File: src/rtl/irqc_pkg.sv
package irqc_pkg;

   localparam int unsigned ADDR_W   = 5;
   localparam int unsigned N_CTL    = 7;   // control registers with set/clear pairs
   localparam logic [ADDR_W-1:0] AD_RISE = 5'd14;
   localparam logic [ADDR_W-1:0] AD_FALL = 5'd15;
   localparam logic [ADDR_W-1:0] AD_ACT0 = 5'd16;
   localparam logic [ADDR_W-1:0] AD_ACT1 = 5'd17;
   localparam logic [ADDR_W-1:0] AD_TEST = 5'd18;

   // control register slots, address = 2*slot (set) and 2*slot+1 (clear)
   localparam int unsigned CT_TRIGA = 0;
   localparam int unsigned CT_TRIGB = 1;
   localparam int unsigned CT_TRIGC = 2;
   localparam int unsigned CT_SRC   = 3;
   localparam int unsigned CT_ROUTE = 4;
   localparam int unsigned CT_WAKE  = 5;
   localparam int unsigned CT_MASK  = 6;

   typedef struct packed {
      logic rise;
      logic fall;
      logic high;
      logic low;
   } trig_en_t;

   // mode = {c, b, a}
   function automatic trig_en_t decode_mode(input logic c, input logic b, input logic a);
      trig_en_t t;
      t.rise = a & (~c | b);
      t.fall = b & (~c | a);
      t.high = c & a;
      t.low  = c & b;
      return t;
   endfunction

endpackage

File: src/rtl/irqc_sync.sv
module irqc_sync #(
   parameter int unsigned WIDTH  = 32,
   parameter int unsigned STAGES = 2
) (
   input  logic             clk,
   input  logic             rst_n,
   input  logic [WIDTH-1:0] d_i,
   output logic [WIDTH-1:0] q_o
);
   generate
      if (STAGES < 2) begin : g_bad
         $error("irqc_sync: STAGES must be at least 2");
      end
   endgenerate

   logic [WIDTH-1:0] chain [STAGES];

   always_ff @(posedge clk) begin
      if (!rst_n) chain[0] <= '0;
      else        chain[0] <= d_i;
   end

   generate
      for (genvar s = 1; s < STAGES; s++) begin : g_stage
         always_ff @(posedge clk) begin
            if (!rst_n) chain[s] <= '0;
            else        chain[s] <= chain[s-1];
         end
      end
   endgenerate

   assign q_o = chain[STAGES-1];
endmodule

File: src/rtl/irqc_setclr_reg.sv
module irqc_setclr_reg #(
   parameter int unsigned WIDTH = 32
) (
   input  logic             clk,
   input  logic             rst_n,
   input  logic             set_we,
   input  logic             clr_we,
   input  logic [WIDTH-1:0] wdata,
   output logic [WIDTH-1:0] q
);
   logic [WIDTH-1:0] set_bits, clr_bits;
   assign set_bits = set_we ? wdata : '0;
   assign clr_bits = clr_we ? wdata : '0;

   always_ff @(posedge clk) begin
      if (!rst_n) q <= '0;
      else        q <= (q | set_bits) & ~clr_bits;
   end

   AST_SET_TAKES: assert property (@(posedge clk) disable iff (!rst_n)
      set_we |=> ((q & $past(wdata)) == $past(wdata)));
   AST_CLR_TAKES: assert property (@(posedge clk) disable iff (!rst_n)
      clr_we |=> ((q & $past(wdata)) == '0));
   AST_UNTOUCHED_HOLD: assert property (@(posedge clk) disable iff (!rst_n)
      (!set_we && !clr_we) |=> $stable(q));
endmodule

File: src/rtl/irqc_trigger.sv
module irqc_trigger
   import irqc_pkg::*;
#(
   parameter int unsigned WIDTH = 32
) (
   input  logic             clk,
   input  logic             rst_n,
   input  logic [WIDTH-1:0] sig_i,
   input  logic [WIDTH-1:0] mode_a,
   input  logic [WIDTH-1:0] mode_b,
   input  logic [WIDTH-1:0] mode_c,
   input  logic [WIDTH-1:0] rise_clr,
   input  logic [WIDTH-1:0] fall_clr,
   output logic [WIDTH-1:0] rise_q,
   output logic [WIDTH-1:0] fall_q,
   output logic [WIDTH-1:0] pend_o
);
   logic [WIDTH-1:0] sig_d;
   logic [WIDTH-1:0] rise_en, fall_en, high_en, low_en;

   always_ff @(posedge clk) begin
      if (!rst_n) sig_d <= '0;
      else        sig_d <= sig_i;
   end

   generate
      for (genvar n = 0; n < WIDTH; n++) begin : g_in
         trig_en_t en;
         assign en         = decode_mode(mode_c[n], mode_b[n], mode_a[n]);
         assign rise_en[n] = en.rise;
         assign fall_en[n] = en.fall;
         assign high_en[n] = en.high;
         assign low_en[n]  = en.low;

         // a new edge wins over a simultaneous clear
         always_ff @(posedge clk) begin
            if (!rst_n) begin
               rise_q[n] <= 1'b0;
               fall_q[n] <= 1'b0;
            end else begin
               rise_q[n] <= (rise_q[n] & ~rise_clr[n]) | (rise_en[n] &  sig_i[n] & ~sig_d[n]);
               fall_q[n] <= (fall_q[n] & ~fall_clr[n]) | (fall_en[n] & ~sig_i[n] &  sig_d[n]);
            end
         end

         assign pend_o[n] = rise_q[n] | fall_q[n]
                          | (high_en[n] & sig_i[n]) | (low_en[n] & ~sig_i[n]);
      end
   endgenerate

   AST_RISE_STICKY: assert property (@(posedge clk) disable iff (!rst_n)
      ((rise_q & ~$past(rise_q)) & ~$past(rise_en)) == '0);
   AST_FALL_STICKY: assert property (@(posedge clk) disable iff (!rst_n)
      ((fall_q & ~$past(fall_q)) & ~$past(fall_en)) == '0);
   AST_RISE_HOLD: assert property (@(posedge clk) disable iff (!rst_n)
      (($past(rise_q) & ~$past(rise_clr)) & ~rise_q) == '0);
   AST_FALL_HOLD: assert property (@(posedge clk) disable iff (!rst_n)
      (($past(fall_q) & ~$past(fall_clr)) & ~fall_q) == '0);
endmodule

File: src/rtl/irqc_top.sv
module irqc_top
   import irqc_pkg::*;
#(
   parameter int unsigned NUM_IN      = 32,
   parameter int unsigned SYNC_STAGES = 2
) (
   input  logic              clk,
   input  logic              rst_n,
   input  logic [4:0]        bus_addr,
   input  logic              bus_we,
   input  logic [NUM_IN-1:0] bus_wdata,
   output logic [NUM_IN-1:0] bus_rdata,
   input  logic [NUM_IN-1:0] irq_in,
   output logic              req0_o,
   output logic              req1_o,
   output logic              wake_o
);
   generate
      if (NUM_IN < 1 || NUM_IN > 32) begin : g_bad_width
         $error("irqc_top: NUM_IN must be 1..32");
      end
   endgenerate

   logic [NUM_IN-1:0] ctl_q [N_CTL];
   logic [NUM_IN-1:0] ext_s, sig, rise_q, fall_q, pend, act0, act1;
   logic [NUM_IN-1:0] rise_clr, fall_clr;
   logic              test_q;

   generate
      for (genvar k = 0; k < N_CTL; k++) begin : g_ctl
         irqc_setclr_reg #(.WIDTH(NUM_IN)) u_reg (
            .clk    (clk),
            .rst_n  (rst_n),
            .set_we (bus_we && bus_addr == 5'(2*k)),
            .clr_we (bus_we && bus_addr == 5'(2*k+1)),
            .wdata  (bus_wdata),
            .q      (ctl_q[k])
         );
      end
   endgenerate

   always_ff @(posedge clk) begin
      if (!rst_n)                             test_q <= 1'b0;
      else if (bus_we && bus_addr == AD_TEST) test_q <= bus_wdata[0];
   end

   irqc_sync #(.WIDTH(NUM_IN), .STAGES(SYNC_STAGES)) u_sync (
      .clk   (clk),
      .rst_n (rst_n),
      .d_i   (irq_in),
      .q_o   (ext_s)
   );

   assign sig      = (ctl_q[CT_SRC] & ext_s) | (~ctl_q[CT_SRC] & {NUM_IN{test_q}});
   assign rise_clr = (bus_we && bus_addr == AD_RISE) ? bus_wdata : '0;
   assign fall_clr = (bus_we && bus_addr == AD_FALL) ? bus_wdata : '0;

   irqc_trigger #(.WIDTH(NUM_IN)) u_trig (
      .clk      (clk),
      .rst_n    (rst_n),
      .sig_i    (sig),
      .mode_a   (ctl_q[CT_TRIGA]),
      .mode_b   (ctl_q[CT_TRIGB]),
      .mode_c   (ctl_q[CT_TRIGC]),
      .rise_clr (rise_clr),
      .fall_clr (fall_clr),
      .rise_q   (rise_q),
      .fall_q   (fall_q),
      .pend_o   (pend)
   );

   assign act0   = pend & ctl_q[CT_MASK] &  ctl_q[CT_ROUTE];
   assign act1   = pend & ctl_q[CT_MASK] & ~ctl_q[CT_ROUTE];
   assign req0_o = |act0;
   assign req1_o = |act1;
   assign wake_o = |(pend & ctl_q[CT_WAKE]);

   always_comb begin
      bus_rdata = '0;
      if (bus_addr < 5'(2*N_CTL)) bus_rdata = ctl_q[bus_addr[4:1]];
      else begin
         case (bus_addr)
            AD_RISE: bus_rdata = rise_q;
            AD_FALL: bus_rdata = fall_q;
            AD_ACT0: bus_rdata = act0;
            AD_ACT1: bus_rdata = act1;
            AD_TEST: bus_rdata = NUM_IN'(test_q);
            default: bus_rdata = '0;
         endcase
      end
   end

   AST_MASKED_QUIET: assert property (@(posedge clk) disable iff (!rst_n)
      (ctl_q[CT_MASK] == '0) |-> (!req0_o && !req1_o));
   AST_TEST_WRITE: assert property (@(posedge clk) disable iff (!rst_n)
      (bus_we && bus_addr == AD_TEST) |=> (test_q == $past(bus_wdata[0])));
endmodule

File: config.mk
export PLATFORM = sky130hd
export DESIGN_NAME = irqc_top
export DESIGN_NICKNAME = d
export VERILOG_FILES = /design/src/rtl/irqc_pkg.sv /design/src/rtl/irqc_sync.sv /design/src/rtl/irqc_setclr_reg.sv /design/src/rtl/irqc_trigger.sv /design/src/rtl/irqc_top.sv
export SDC_FILE = /design/constraint.sdc
export NUM_CORES = 1
export LEC_CHECK = 0
export BUFFER_PORTS_ARGS = -buffer_cell sky130_fd_sc_hd__buf_2
export CAP_MARGIN = 20
export CORE_MARGIN = 1
export CORE_UTILIZATION = 55
export CTS_BUF_LIST = sky130_fd_sc_hd__clkbuf_8 sky130_fd_sc_hd__clkbuf_16
export DETAILED_ROUTE_END_ITERATION = 7
export GPL_TIMING_DRIVEN = 0
export PLACE_DENSITY = 0.76
export REMOVE_ABC_BUFFERS = 1
export SYNTH_ARGS = -nofsm -noshare
export SYNTH_HDL_FRONTEND = slang
export SYNTH_SLANG_ARGS = --single-unit
File: constraint.sdc
create_clock -name clk -period 2.7 [get_ports clk]
set_clock_uncertainty 0.1 [all_clocks]
set_input_delay 0.54 -clock clk [delete_from_list [all_inputs] [get_ports clk]]
set_output_delay 0.54 -clock clk [all_outputs]
set_load 0.1 [all_outputs]
==> impl_metrics.json <==
{
  "rsz0062_at_grt": "yes",
  "worstSetupPathType": "reg2out",
  "h-tree-depth": 2,
  "multi_input_area_mm2": 0.0112,
  "synth_cells": 2154,
  "coreArea_mm2": 0.0329,
  "slew_violations": 0,
  "fp.dieH_um": 185,
  "syn_area_mm2": 0.0185,
  "max_stage_delay_ns": 0.58,
  "worstPathMaxFanout": 4,
  "firstDrtPassIters": 7,
  "synth.distinct_cells": 52,
  "relSlewSlack_pct": 43.0,
  "cp-end-kind": "primary output",
  "cp.buffers_inverters": 1,
  "finalWorstSetupSlack_ns": -1.36,
  "synth_top_cell_by_area": "dfxtp_1",
  "holdWs_ns": 0.0943,
  "grt_pass1_vias": 18400,
  "cts_sinks": 385,
  "crit_path_start_kind": "flip-flop",
  "clock_latency_ns": 0.55,
  "ys_top_cells_by_area": "dfxtp_1 42%, a211oi_1 10%, a21oi_1 8.7%",
  "setup_viol": 41,
  "synth_seq_cells": 385,
  "hp-class": "in2reg",
  "num_vias": 19400,
  "p_leak_nw": 7.74,
  "gr-usage-all-layers_pct": 41.0,
  "clkPwrFrac_pct": 44.9,
  "hold_violations": 0,
  "synth_edf_count": 0,
  "drt_wl_total_mm": 73.8,
  "placed_area_mm2": 0.0197,
  "antenna_found_initial": 3,
  "fin_util_pct": 73.0,
  "pwr-share-seq_pct": 45.6,
  "timing.final.crit_share_pct": 150,
  "ys_warn_count": 0,
  "rr_worst_depth": 7,
  "ys_seq_area_share_pct": 41.6,
  "synth_most_common_cell": "dfxtp_1",
  "crit_arrival_ns": 3.42,
  "cts_made_buffers": 41,
  "dieArea_mm2": 0.0344,
  "stdcell_area_mm2": 0.0240,
  "cpLargestDelayFamily": "simple AND/OR/NAND/NOR gates",
  "synthFlopType": "dfxtp_1",
  "die_w_um": 185,
  "p_per_area_mw_per_mm2": 531,
  "crit_chain": "o21ai_1 > nand4_1 > or4_4 > a211oi_2 > nand4_1 > or4_4 > buf_12",
  "start_util_pct": 56.3,
  "dp_hpwl_mm": 40.0,
  "fmax_mhz": 247,
  "cp.depth": 7,
  "cts_root_buf": "clkbuf_16",
  "violations": "setup timing",
  "cts_hold_buffers": 0,
  "ant_nets": 0,
  "maxCapViolations": 0,
  "grt_pass1_wl_mm": 106,
  "top_level_ports": 107,
  "nFillCells": 2231,
  "hold_depth": 2,
  "wire_per_inst_um": 27.2,
  "cts_tree": "yes",
  "io_buffers": 106,
  "power.internal_mw": 9.53,
  "clock_path_buffers": 3,
  "gp_congestion": 0.918,
  "grt_overflow_total": 0,
  "syn_to_final_growth_pct": 29.5,
  "synthArstFlopShare_pct": 0,
  "p_comb_share_pct": 9.5,
  "seq_area_mm2": 0.00772,
  "worstPathRequired_ns": 2.06,
  "power.switching_mw": 3.22,
  "drc_errors": 0,
  "slowest_stage": "or4_4",
  "irDropWorstVdd_mv": 0.508,
  "drive_gt1_share_pct": 24.6,
  "syn_area_per_cell_um2": 8.60,
  "clk_pin_slew_worst_paths_ns": 0.06,
  "grt_max_degree": 136,
  "synth_top_area_share_pct": 41.6,
  "fp-row-count": 66,
  "synth_common_cells": "385 x dfxtp_1, 320 x a21oi_1, 256 x a211oi_1",
  "worstMarginPinSlew_ns": 0.854,
  "final_nets": 2310,
  "status": "complete, but fails checks",
  "p_sw_share_pct": 25.2,
  "period_needed_ns": 4.06,
  "vias_per_cell": 7.14,
  "drtIter0Drc": 2801
}
-- routing by layer --
layer / part of all wire, % / global-route usage [%]
met1: 34 / 50.0
met2: 43 / 60.7
met3: 15 / 12.8
met4: 8.0 / 30.1
met5: 0.062 / 1.48
-- layout make-up --
cell class                      count  area share (%)
Clock buffer                       52            4.91
Multi-Input combinational cell   1503            46.8
Sequential cell                   385            32.2
Clock inverter                     21           0.715
Timing Repair Buffer              244            12.1
Antenna cell                        2          0.0209
Tap cell                          442            2.31
Inverter                           63            1.01
-- path summary, 6_finish.rpt --
check | from | endpoint | slack [ns]
worst max-delay path | u_trig.rise_q[25] | wake_o | -1.36
worst min-delay path | irq_in[7] | u_sync.chain[0][7] | 0.09
worst max register to register | test_q | u_trig.rise_q[11] | 0.88
worst min register to register | u_sync.chain[0][16] | u_sync.chain[1][16] | 0.33
-- stage by stage --
step / cells / total power, mW / TNS (ns) / worst slack (ns)
6_report: 2712 / 12.7 / -15.50 / -1.36
5_1_grt: 2710 / 13.0 / -15.95 / -1.30
4_1_cts: 2683 / 12.6 / -13.00 / -1.08
3_5_place_dp: 2543 / 6.81 / -196.74 / -1.67
3_3_place_gp: 2499 / 6.74 / -2759.41 / -8.15
2_1_floorplan: 1951 / 6.35 / -1155.54 / -3.52
-- repair_timing --
action	CTS	global route
gates resized for setup	320	122
setup endpoints to repair	125	35
pin swaps	30	23
hold endpoints to repair	0	0
setup buffers	61	27
cloned	6	1
-- state kept, by name (all words and copies together) (netlist names) --
register	flops
u_sync.chain	64
test_q	1
g_ctl.u_reg.q	224
u_trig.fall_q	32
u_trig.rise_q	32
u_trig.sig_d	32
-- power by group through the flow --
stage | registers [mW] | logic, mW | clock network, mW
after floorplan | 5.91 | 0.437 | 0
after global placement | 5.92 | 0.813 | 0
after detailed placement | 5.92 | 0.884 | 0
after CTS | 5.80 | 1.10 | 5.69
after global routing | 5.81 | 1.24 | 5.95
final | 5.81 | 1.21 | 5.72
-- placed cells by master (no fill, tap or decap), types with 15 or more instances in the layout --
cell type,netlist,layout
o31ai_4,0,18
dfxtp_1,385,380
a211oi_1,256,252
buf_16,0,18
nand3_1,24,24
nor2_1,196,175
mux4_2,32,32
and2_1,75,74
mux2i_1,97,41
clkbuf_8,0,15
buf_12,0,41
clkbuf_16,0,42
mux2i_2,0,23
inv_1,62,69
a21oi_1,320,320
mux2i_4,6,39
buf_4,1,66
buf_6,1,36
nand2_1,152,136
xnor2_1,32,32
o21ai_2,0,25
o21ai_0,59,23
o211ai_1,22,22
buf_2,14,66
o2111ai_1,33,33
nor2b_1,23,21
-- cell families (layout without fill, tap and decap cells) --
logic type      count (synthesis)  after routing  share of synthesized area, %
compound gates                813            813                          28.4
xor+xnor                       32             32                          1.51
buf+inv                       266            380                          5.55
flops                         385            385                          41.6
mux                           137            137                          9.99
other cells                     0              2                             0
simple gates                  521            521                          12.9
-- worst register-to-register path, cell delays in order (launching register included) --
cell and delay (ns):
dfxtp_4 0.45, buf_16 0.27, mux2i_4 0.14, buf_4 0.16, buf_4 0.13, nor4b_1 0.31, a21oi_1 0.10, nor2_1 0.09
No activity file was read; power rests on OpenSTA's default activity.
